`src/rtl/xfer_pkg.sv`:
```
package xfer_pkg;

   typedef enum logic {
      XFER_RD = 1'b0,
      XFER_WR = 1'b1
   } xfer_op_t;

endpackage

```
`src/rtl/xfer_wrap_counter.sv`:
```
module xfer_wrap_counter #(
   parameter int W = 8
) (
   input  logic         clk,
   input  logic         rst_n,
   input  logic         load,
   input  logic [W-1:0] load_val,
   input  logic         inc,
   output logic [W-1:0] q,
   output logic         last
);

   logic [W-1:0] q_r;

   always_ff @(posedge clk or negedge rst_n) begin
      if (!rst_n)
         q_r <= '0;
      else if (load)
         q_r <= load_val;
      else if (inc)
         q_r <= q_r + W'(1);
   end

   assign q    = q_r;
   assign last = &q_r;

endmodule

```
`src/rtl/xfer_lock_gate.sv`:
```
module xfer_lock_gate #(
   parameter int SECTOR_W        = 9,
   parameter int MEM_AW          = 16,
   parameter int LOCK_W          = 32,
   parameter int LOCK_SHIFT      = 4,
   parameter int INSTALLED_WORDS = 32768,
   parameter bit MEM_CHECK_EN    = 1'b1
) (
   input  logic [SECTOR_W-1:0] sector_i,
   input  logic [MEM_AW-1:0]   maddr_i,
   input  logic [LOCK_W-1:0]   lock_mask_i,
   output logic                locked_o,
   output logic                mem_ok_o
);

   localparam int LIDX_W = SECTOR_W - LOCK_SHIFT;
   localparam logic [MEM_AW:0] MEM_LIMIT = (MEM_AW + 1)'(INSTALLED_WORDS);

   logic [LIDX_W-1:0] lidx;
   assign lidx     = sector_i[SECTOR_W-1:LOCK_SHIFT];
   assign locked_o = lock_mask_i[lidx];

   generate
      if (MEM_CHECK_EN) begin : g_mem_limit
         assign mem_ok_o = ({1'b0, maddr_i} < MEM_LIMIT);
      end else begin : g_mem_full
         assign mem_ok_o = 1'b1;
      end
   endgenerate

endmodule

```
`src/rtl/sector_xfer_engine.sv`:
```
module sector_xfer_engine
   import xfer_pkg::*;
#(
   parameter int SECTOR_W        = 9,
   parameter int WORD_W          = 8,
   parameter int MEM_AW          = 16,
   parameter int DATA_W          = 18,
   parameter int LOCK_W          = 32,
   parameter int LOCK_SHIFT      = 4,
   parameter int INSTALLED_WORDS = 32768,
   parameter bit MEM_CHECK_EN    = 1'b1
) (
   input  logic                         clk,
   input  logic                         rst_n,
   input  logic                         start,
   input  logic                         xfer_write,
   input  logic [SECTOR_W-1:0]          start_sector,
   input  logic [MEM_AW-1:0]            start_maddr,
   input  logic [LOCK_W-1:0]            lock_mask,
   input  logic                         drum_present,
   input  logic                         word_tick,
   output logic [MEM_AW-1:0]            mem_addr,
   output logic                         mem_we,
   output logic [DATA_W-1:0]            mem_wdata,
   input  logic [DATA_W-1:0]            mem_rdata,
   output logic [SECTOR_W+WORD_W-1:0]   drum_addr,
   output logic                         drum_we,
   output logic [DATA_W-1:0]            drum_wdata,
   input  logic [DATA_W-1:0]            drum_rdata,
   output logic [SECTOR_W-1:0]          sector_addr,
   output logic                         busy,
   output logic                         done,
   output logic                         err
);

   localparam int DRUM_AW = SECTOR_W + WORD_W;

   // elaboration-time parameter checks
   generate
      if ((LOCK_W << LOCK_SHIFT) != (1 << SECTOR_W)) begin : g_bad_lock_geom
         $error("lock mask must cover every sector exactly once");
      end
      if (INSTALLED_WORDS > (1 << MEM_AW) || INSTALLED_WORDS < 1) begin : g_bad_mem_size
         $error("INSTALLED_WORDS out of range for MEM_AW");
      end
      if (DRUM_AW > 30) begin : g_bad_drum_width
         $error("drum address too wide");
      end
   endgenerate

   xfer_op_t op_q;
   logic busy_q, done_q, err_q;
   logic accept, step, last_word, fin;
   logic locked, mem_ok;
   logic [WORD_W-1:0] word_off;

   assign accept = start & ~busy_q;
   assign step   = busy_q & word_tick;
   assign fin    = step & last_word;

   xfer_wrap_counter #(.W(WORD_W)) u_word_cnt (
      .clk      (clk),
      .rst_n    (rst_n),
      .load     (accept),
      .load_val ('0),
      .inc      (step),
      .q        (word_off),
      .last     (last_word)
   );

   logic sec_last_unused, ma_last_unused;

   xfer_wrap_counter #(.W(SECTOR_W)) u_sector_cnt (
      .clk      (clk),
      .rst_n    (rst_n),
      .load     (accept),
      .load_val (start_sector),
      .inc      (fin),
      .q        (sector_addr),
      .last     (sec_last_unused)
   );

   xfer_wrap_counter #(.W(MEM_AW)) u_maddr_cnt (
      .clk      (clk),
      .rst_n    (rst_n),
      .load     (accept),
      .load_val (start_maddr),
      .inc      (step),
      .q        (mem_addr),
      .last     (ma_last_unused)
   );

   xfer_lock_gate #(
      .SECTOR_W        (SECTOR_W),
      .MEM_AW          (MEM_AW),
      .LOCK_W          (LOCK_W),
      .LOCK_SHIFT      (LOCK_SHIFT),
      .INSTALLED_WORDS (INSTALLED_WORDS),
      .MEM_CHECK_EN    (MEM_CHECK_EN)
   ) u_gate (
      .sector_i    (sector_addr),
      .maddr_i     (mem_addr),
      .lock_mask_i (lock_mask),
      .locked_o    (locked),
      .mem_ok_o    (mem_ok)
   );

   always_ff @(posedge clk or negedge rst_n) begin
      if (!rst_n) begin
         op_q   <= XFER_RD;
         busy_q <= 1'b0;
         done_q <= 1'b0;
         err_q  <= 1'b0;
      end else if (accept) begin
         op_q   <= xfer_op_t'(xfer_write);
         busy_q <= drum_present;
         done_q <= ~drum_present;
         err_q  <= ~drum_present;
      end else if (step) begin
         if (op_q == XFER_WR && locked)
            err_q <= 1'b1;
         if (fin) begin
            busy_q <= 1'b0;
            done_q <= 1'b1;
         end
      end
   end

   assign drum_addr  = {sector_addr, word_off};
   assign mem_we     = step & (op_q == XFER_RD) & mem_ok;
   assign mem_wdata  = drum_rdata;
   assign drum_we    = step & (op_q == XFER_WR) & ~locked;
   assign drum_wdata = mem_rdata;
   assign busy       = busy_q;
   assign done       = done_q;
   assign err        = err_q;

endmodule

```
`config.mk`:
```
export PLATFORM = sky130hd
export DESIGN_NAME = sector_xfer_engine
export DESIGN_NICKNAME = d
export VERILOG_FILES = /design/src/rtl/xfer_pkg.sv /design/src/rtl/xfer_wrap_counter.sv /design/src/rtl/xfer_lock_gate.sv /design/src/rtl/sector_xfer_engine.sv
export SDC_FILE = /design/constraint.sdc
export NUM_CORES = 1
export LEC_CHECK = 0
export BUFFER_PORTS_ARGS = -buffer_cell sky130_fd_sc_hd__buf_2
export CAP_MARGIN = 10
export CORE_ASPECT_RATIO = 0.7
export CORE_MARGIN = 2
export CORE_UTILIZATION = 40
export DETAILED_ROUTE_END_ITERATION = 10
export GPL_TIMING_DRIVEN = 0
export PLACE_DENSITY = 0.86
export SETUP_SLACK_MARGIN = 0.05
export SKIP_CTS_REPAIR_TIMING = 1
export SLEW_MARGIN = 20
export SYNTH_ARGS = -nofsm -noshare
export SYNTH_HDL_FRONTEND = slang
export SYNTH_SLANG_ARGS = --single-unit
```
`constraint.sdc`:
```
create_clock -name clk -period 2.6 [get_ports clk]
set_clock_uncertainty 0.2 [all_clocks]
set_input_delay 0.39 -clock clk [delete_from_list [all_inputs] [get_ports clk]]
set_output_delay 0.39 -clock clk [all_outputs]
set_load 0.05 [all_outputs]
```
# [Word-level counts from Yosys, hierarchy flattened]
# Index checks and enable logic that the tools add are counted.
[op_classes] n_addsub=3 muxes=17 n_div=0 reduce_logical=7 n_bitwise=11 shift=0 multipliers=0 eq_ne=0 n_lt_le_gt_ge=2
[op_table] op="$mux W16" n=2
[op_table] op="$mux W9" n=2
[op_table] op="$add A16 B1 Y16 const B" n=1
[op_table] op="$lt A16 B16 Y1 const B" n=1
[op_table] op="$mux W8" n=2
[op_table] op="$mux W1" n=10
[op_table] op="$add A9 B1 Y9 const B" n=1
[op_table] op="$add A8 B1 Y8 const B" n=1
[op_table] op="$reduce_and A8 Y1" n=1
[op_table] op="$and A1 B1 Y1" n=7
[op_table] op="$lt A5 B6 Y1 const B" n=1
[op_table] op="$reduce_bool A2 Y1" n=3
[op_table] op="$bmux W1 S5" n=1
[op_table] op="$not A1 Y1" n=4
[op_table] op="$reduce_and A2 Y1" n=2
[op_table] op="$logic_and A1 B1 Y1" n=1
[totals] input_bits=99 regBits=37 elab_cells=47 output_inout_bits=83 rom_bits=0 mem_bits_rw=0 latchBits=0 memories=0

# [Longest topological paths before layout]
# Gate-level depths: netlist (run 1).
[depth] depth_word=6 ltp_mapped=6 mapped_depth_nobuf=6

# [Hierarchy]
# A second synthesis (run 1) with hierarchy kept.
[hier_totals] cells_unflattened=314 hier_area_um2=2738.9
[by_module_without_submodules] mod="xfer_wrap_counter (u_maddr_cnt)" cells_each=102 area_per_inst_um2=904.6 seq_area_each_um2=400.4 n_inst=1
[by_module_without_submodules] mod="sector_xfer_engine" cells_each=63 area_per_inst_um2=540.5 seq_area_each_um2=100.1 n_inst=1
[by_module_without_submodules] mod="xfer_wrap_counter (u_sector_cnt)" cells_each=56 area_per_inst_um2=508.0 seq_area_each_um2=225.2 n_inst=1
[by_module_without_submodules] mod="xfer_wrap_counter (u_word_cnt)" cells_each=51 area_per_inst_um2=456.7 seq_area_each_um2=200.2 n_inst=1
[by_module_without_submodules] mod="xfer_lock_gate" cells_each=42 area_per_inst_um2=329.1 seq_area_each_um2=0.0 n_inst=1

# [Least setup slack after synthesis (run 1)]
# OpenSTA, ideal clock, no wires.
[synth_path] path_kind="register to output" start="reg u_sector_cnt.q_r[4] (netlist: u_sector_cnt.q[4])" end="out drum_we" t_required_ns=2.010 n_path_buf=1 path_stages_with_launch=7 t_arrival_ns=2.196 setup_slack_ns=-0.186 path_cell_list="dfrtp_1 > buf_6 > mux2_4 > a221oi_1 > o211ai_2 > o21ai_2 > and2b_1"
[synth_via] elab_chain_cells=4
[synth_rtl] element="start, declared" line_no="xfer_wrap_counter.sv:13" source="logic [W-1:0] q_r;"
[synth_rtl] element="start signal, assigned" line_no="xfer_wrap_counter.sv:19" source="q_r <= load_val;"
[synth_rtl] element="start signal, assigned" line_no="xfer_wrap_counter.sv:21" source="q_r <= q_r + W'(1);"
[synth_rtl] element="$bmux W1 S5" line_no="xfer_lock_gate.sv:21" source="assign locked_o = lock_mask_i[lidx];"
[synth_rtl] element="$mux W1 (not written as such)" line_no="xfer_lock_gate.sv:21"
[synth_rtl] element="$not A1 Y1" line_no="sector_xfer_engine.sv:132" source="assign drum_we = step & (op_q == XFER_WR) & ~locked;"
[synth_rtl] element="$and A1 B1 Y1" line_no="sector_xfer_engine.sv:132"
[synth_rtl] element="end, declared" line_no="sector_xfer_engine.sv:27" source="output logic drum_we,"
# No other way between the ends. The select of a mux whose other input is x is not followed.

# [Worst setup path after layout (run 1)]
# Same ends and word-level chain as after synthesis.

==> results of run 1 <==
-- cell type report --
type                            instances  area, um^2
Timing Repair Buffer                  147       747.0
Tap cell                               78       97.59
Inverter                                1       3.754
Fill cell                             583        2705
Sequential cell                        37       927.1
Buffer                                 58       404.1
Clock buffer                            8       90.09
Multi-Input combinational cell        189        1271
-- synth_stat cells, types with 2 or more instances --
| master | instances |
|---|---|
| buf_4 | 45 |
| nand2_1 | 40 |
| dfrtp_1 | 37 |
| o21ai_0 | 25 |
| nand3_1 | 17 |
| nor2_1 | 13 |
| xnor2_1 | 10 |
| clkbuf_1 | 9 |
| xor2_1 | 9 |
| and3_1 | 7 |
| nor3_1 | 6 |
| and2_1 | 4 |
| mux2i_1 | 4 |
| a21oi_1 | 3 |
| a22o_1 | 3 |
| a31oi_1 | 3 |
| ha_1 | 3 |
| mux4_2 | 3 |
| nor2b_1 | 3 |
| a221o_1 | 2 |
| and4_1 | 2 |
| buf_2 | 2 |
| mux2_2 | 2 |
| mux4_1 | 2 |
| nand2_2 | 2 |
| nand3_2 | 2 |
| nand4_1 | 2 |
| nor3b_1 | 2 |
| o211ai_1 | 2 |
| or3_1 | 2 |
-- path summary, 6_finish.rpt --
| path | from | to | slack (ns) |
|---|---|---|---|
| min in group clk | xfer_write | op_q$_DFFE_PN0P_ | 0.09 |
| worst min-delay path | rst_n | u_maddr_cnt.q[9]$_DFFE_PN0P_ | 0.001 |
| worst min register to register | err$_DFFE_PN0P_ | err$_DFFE_PN0P_ | 0.30 |
| worst max register to register | u_word_cnt.q[0]$_DFFE_PN0P_ | u_sector_cnt.q[0]$_DFFE_PN0P_ | 0.55 |
| max in group asynchronous | rst_n | u_sector_cnt.q[4]$_DFFE_PN0P_ | 1.61 |
| worst max-delay path | u_sector_cnt.q[4]$_DFFE_PN0P_ | drum_we | -0.09 |
-- kinds of logic after synthesis --
logic type	Yosys count	share of synthesized area
simple gates	108	0.2142
buf+inv	59	0.1547
compound gates	47	0.1180
xor+xnor	19	0.06431
flops	37	0.3578
fa+ha+maj	3	0.01451
mux	12	0.07640
-- critical path: cells and delay by family, from the launching register on --
family / cells / cell delay (ns)
flip-flops: 1 / 0.45
AO/OA/AOI/OAI: 2 / 0.50
multiplexers: 1 / 0.51
AND/OR/NAND/NOR: 1 / 0.17
buffers and inverters: 1 / 0.16
-- power groups by stage --
stage               logic [uW]  registers (uW)  clock network [uW]
global placement          2280            1060                   0
CTS                       2320            1060                 433
global route              2490            1100                 459
detailed placement        2320            1070                   0
finish                    2350            1070                 426
floorplan                 1070            1760                   0
-- per-stage QoR --
step	util	setup WS, ns	hold slack, ns	area [um^2]	std cells
after CTS	0.5615	-0.2715	0.02050	3507	516
after global placement	0.5471	0.09948	0.2694	3417	508
after floorplan	-	-0.06436	-0.1056	2594	285
final	0.5669	-0.08663	0.001309	3541	518
after detailed placement	0.5471	0.05980	0.2822	3417	508
after global routing	0.5669	-0.1848	0.06774	3541	518
-- registers in the layout (all words and copies together), names as in the netlist --
signal,cells
done,1
op_q,1
u_maddr_cnt.q,16
err,1
busy,1
u_sector_cnt.q,9
u_word_cnt.q,8
-- metal layers --
layer  GRT usage  up-vias  part of all wire  wire (um)
li1            -     1263                 -          -
met1      0.2606     1225              0.42       3158
met2      0.3609      117              0.49       3686
met3     0.04000        7             0.079        590
met4     0.06240        0            0.0075         56
met5           0        -                 0          0
==> metrics.yaml, run 1 <==
outcome: "complete, but fails checks"
violations: "setup timing"
worst_path_max_delay_cell: "mux4_2"
cts_buffers: 5
die_area_um2: 7138
avgSynthCellArea_um2: 9.079
vias_per_cell: 5.042
max_slew_margin: 0.4285
dp_hpwl_um: 5895
drc: 0
endpoint_kind: "output port"
critPathLaunchType: "flip-flop"
ant_nets: 0
clk_latency_ns: 0.29
hold_path_class: "input port to async pin"
htree_levels: 2
drt-pass1-iter-count: 4
cts_tree: "yes"
path_max_fanout: 6
core_um2: 6246
r2r_cells: 6
antenna_found_initial: 0
crit_arrival_ns: 2.10
syn_area_um2: 2587
async_flop_share: 1.000
setup-tns-final_ns: -0.08663
final_cell_mix: "145 x buf_2, 47 x buf_4, 40 x nand2_1"
fmax_mhz: 372.2
cts-root-buf: "clkbuf_8"
yosys_warnings: 0
fin_ws_ns: -0.08663
layout_min_cycle_time_ns: 2.687
finalWirelength_um: 7491
path_class: "flip-flop to output port"
ys_seq_elements: 37
io_pins: 182
wire_per_inst_um: 14.46
vdd_ir_drop_max_mv: 0.9046
worst_pin_slew_ns: 0.8572
grt_pass1_wl_um: 11570
synth_cell_types: 49
syn_inst: 285
powerDensity_nw_per_um2: 1087
synth_flop_cell: "dfrtp_1"
start_util: 0.4143
cell_internal_pwr_uw: 1737
hold_viol_final: 0
clock-sinks: 37
syn_nets: 387
rsz0062_at_grt: "true"
finalMaxSlewViolations: 0
path_clk_slew_ns: 0.07
n_antenna_cell: 0
power_frac_comb: 0.611
grt_overflow_total: 0
swShare: 0.5486
layout.nets: 541
ys_top_cells_by_area: "dfrtp_1 36%, buf_4 13%, nand2_1 5.8%"
slowest_delay_ns: 0.51
die_x_um: 100.1
grt_start_max_net_pins: 38
setup_viol: 1
p_seq_frac: 0.278
yosys.area.top_type: "dfrtp_1"
cp_cell_sequence: "mux4_2 > a211o_1 > o21ai_2 > and2b_1 > buf_6"
period_share: 1.033
vias: 2612
rows: 24
grt_usage: 0.2063
drive_above_1_share: 0.5045
die_h_um: 71.29
synthToLayoutAreaGrowth_pct: 36.85
synth_edf_count: 0
final_common_cell: "buf_2"
synth.top_cell.area_share: 0.3578
grt_pass1_vias: 2464
cts_buffer_depth: 2
power.switching_uw: 2112
drtIter0Drc: 87
cap_violations: 0
p_total_uw: 3849
ys_seq_area_frac: 0.3578
portBuffers: 145
gp_congestion: 0.8808
p_leak_uw: 0.001748
pwr-share-clk: 0.111
crit_required_ns: 2.01
(Power assumes the default switching activity.)
==> run 2: changes to the inputs <==
Settings changed: CORE_ASPECT_RATIO 0.7 to default.
==> metrics.yaml, run 2 (same netlist as run 1, synthesis figures left out) <==
max_slew_margin: 0.4285  # about the same
violations: "setup timing"  # unchanged
p_seq_frac: 0.274  # was 0.278
cell_internal_pwr_uw: 1794  # was 1737 uW
worst_pin_slew_ns: 0.8572  # about the same
setup_viol: 1  # unchanged
powerDensity_nw_per_um2: 1092  # was 1087 nW/um^2
placed_area_um2: 3416  # was 3417 um^2
cts_tree: "yes"  # unchanged
cts-root-buf: "clkbuf_8"  # unchanged
crit_required_ns: 2.01  # about the same
cts_buffers: 5  # unchanged
wire_per_inst_um: 14.56  # was 14.46 um
endpoint_kind: "output port"  # unchanged
ant_nets: 0  # unchanged
drive_above_1_share: 0.5136  # was 0.5045
dp_slack_ns: 0.1185  # was 0.05980 ns
largest_register_ffs: 16  # unchanged
portBuffers: 145  # unchanged
period_share: 1.034  # was 1.033
cts_buffer_depth: 2  # unchanged
slowest_delay_ns: 0.55  # was 0.51 ns
final_util: 0.5670  # was 0.5669
rows: 29  # was 24
cap_violations: 0  # unchanged
die_x_um: 84.43  # was 100.1 um
path_clk_slew_ns: 0.07  # about the same
start_util: 0.4098  # was 0.4143
synthToLayoutAreaGrowth_pct: 38.35  # was 36.85%
fin_ws_ns: -0.08931  # was -0.08663 ns
path_max_fanout: 7  # was 6
grt_usage: 0.1974  # was 0.2063
p_total_uw: 3909  # was 3849 uW
core_um2: 6314  # was 6246 um^2
die_h_um: 84.43  # was 71.29 um
die_area_um2: 7128  # was 7138 um^2
grt_pass1_vias: 2448  # was 2464
grt_overflow_total: 0  # unchanged
fill_cells: 587  # was 583
finalWirelength_um: 7557  # was 7491 um
final_area_um2: 3580  # was 3541 um^2
crit_arrival_ns: 2.10  # about the same
antenna_found_initial: 0  # unchanged
outcome: "complete, but fails checks"  # unchanged
htree_levels: 2  # unchanged
vias_per_cell: 5.108  # was 5.042
fmax_mhz: 371.8  # was 372.2 MHz
swShare: 0.5410  # was 0.5486
power_frac_comb: 0.614  # was 0.611
grt_pass1_wl_um: 11410  # was 11570 um
pwr-share-clk: 0.112  # was 0.111
clk_latency_ns: 0.28  # was 0.29 ns
critPathLaunchType: "flip-flop"  # unchanged
drc: 0  # unchanged
n_antenna_cell: 0  # unchanged
vias: 2651  # was 2612
cp_cell_sequence: "mux4_2 > a22o_1 > o21ai_2 > and2b_1 > buf_6"  # was mux4_2 > a211o_1 > o21ai_2 > and2b_1 > buf_6
layout.nets: 543  # was 541
drt-pass1-iter-count: 4  # unchanged
layout_min_cycle_time_ns: 2.689  # was 2.687 ns
drtIter0Drc: 80  # was 87
clock-sinks: 37  # unchanged
p_leak_uw: 0.001770  # was 0.001748 uW
grt_start_max_net_pins: 38  # unchanged
vdd_ir_drop_max_mv: 0.7663  # was 0.9046 mV
gp_congestion: 0.7656  # was 0.8808
path_class: "flip-flop to output port"  # unchanged
power.switching_uw: 2114  # was 2112 uW
worst_path_max_delay_cell: "mux4_2"  # unchanged
rsz0062_at_grt: "true"  # unchanged
hold_viol_final: 0  # unchanged
final_cell_mix: "145 x buf_2, 49 x buf_4, 40 x nand2_1"  # was 145 x buf_2, 47 x buf_4, 40 x nand2_1
finalMaxSlewViolations: 0  # unchanged
final_common_cell: "buf_2"  # unchanged
hold_path_class: "input port to async pin"  # unchanged
dp_hpwl_um: 5813  # was 5895 um
io_pins: 182  # unchanged
-- run 2: cell types whose count changed in the layout (fill, tap and decap cells not counted) --
cell / previous run / this run
buf_4: 47 / 49
clkbuf_1: 10 / 8
clkbuf_16: 0 / 1
clkbuf_4: 1 / 0
clkbuf_8: 6 / 7
clkinv_2: 0 / 1
mux4_1: 1 / 0
mux4_2: 4 / 5
-- run 2: per-stage QoR --
stage | TNS [ns] | hold slack [ns] | instances
final | -0.08931 | 0.01858 | 519
after global routing | -0.1557 | 0.07490 | 519
after CTS | -0.1997 | 0.03921 | 515
after detailed placement | 0 | 0.2856 | 507
after global placement | 0 | 0.2674 | 507
after floorplan | -0.06436 | -0.1056 | 285
-- run 2: per-layer routing --
layer,GRT usage,vias to the layer above,part of all wire
met3,0.03933,17,0.083
met2,0.3672,138,0.51
met1,0.2274,1232,0.39
met5,0,-,0
met4,0.06061,0,0.017
li1,-,1264,-
-- run 2: path summary, 6_finish.rpt --
| path | from | end | slack (ns) | depth (start not counted) |
|---|---|---|---|---|
| setup / recovery | u_sector_cnt.q[4]$_DFFE_PN0P_ | drum_we | -0.09 | 5 |
| hold / removal | rst_n | u_maddr_cnt.q[9]$_DFFE_PN0P_ | 0.02 | 1 |
| setup reg to reg | u_word_cnt.q[0]$_DFFE_PN0P_ | u_sector_cnt.q[8]$_DFFE_PN0P_ | 0.52 | 6 |
| hold reg to reg | err$_DFFE_PN0P_ | err$_DFFE_PN0P_ | 0.30 | 2 |
| max in group asynchronous | rst_n | u_sector_cnt.q[4]$_DFFE_PN0P_ | 1.59 | 1 |
| min in group clk | start_maddr[10] | u_maddr_cnt.q[10]$_DFFE_PN0P_ | 0.11 | 3 |
-- run 2: power by group through the flow --
stage	Sequential, uW	Combinational (uW)	Clock [uW]
2_1_floorplan	1760	1070	0
3_3_place_gp	1060	2280	0
3_5_place_dp	1070	2310	0
4_1_cts	1060	2320	453
5_1_grt	1120	2530	477
6_report	1070	2400	437
-- run 2: final cells by class --
class	instances	area [um^2]	area share
multi-input combinational	189	1267	0.3541
sequential	37	927.1	0.2590
timing repair buffer	149	779.5	0.2178
buffer	58	404.1	0.1129
clock buffer	7	96.34	0.02691
tap	77	96.34	0.02691
clock inverter	1	5.005	0.001398
inverter	1	3.754	0.001049
-- run 2: worst max-delay path: cells and delay by family, from the launching register on --
family	cells	cell delay, ns
mux	1	0.55
buf+inv	1	0.16
flops	1	0.50
compound gates	2	0.44
simple gates	1	0.17
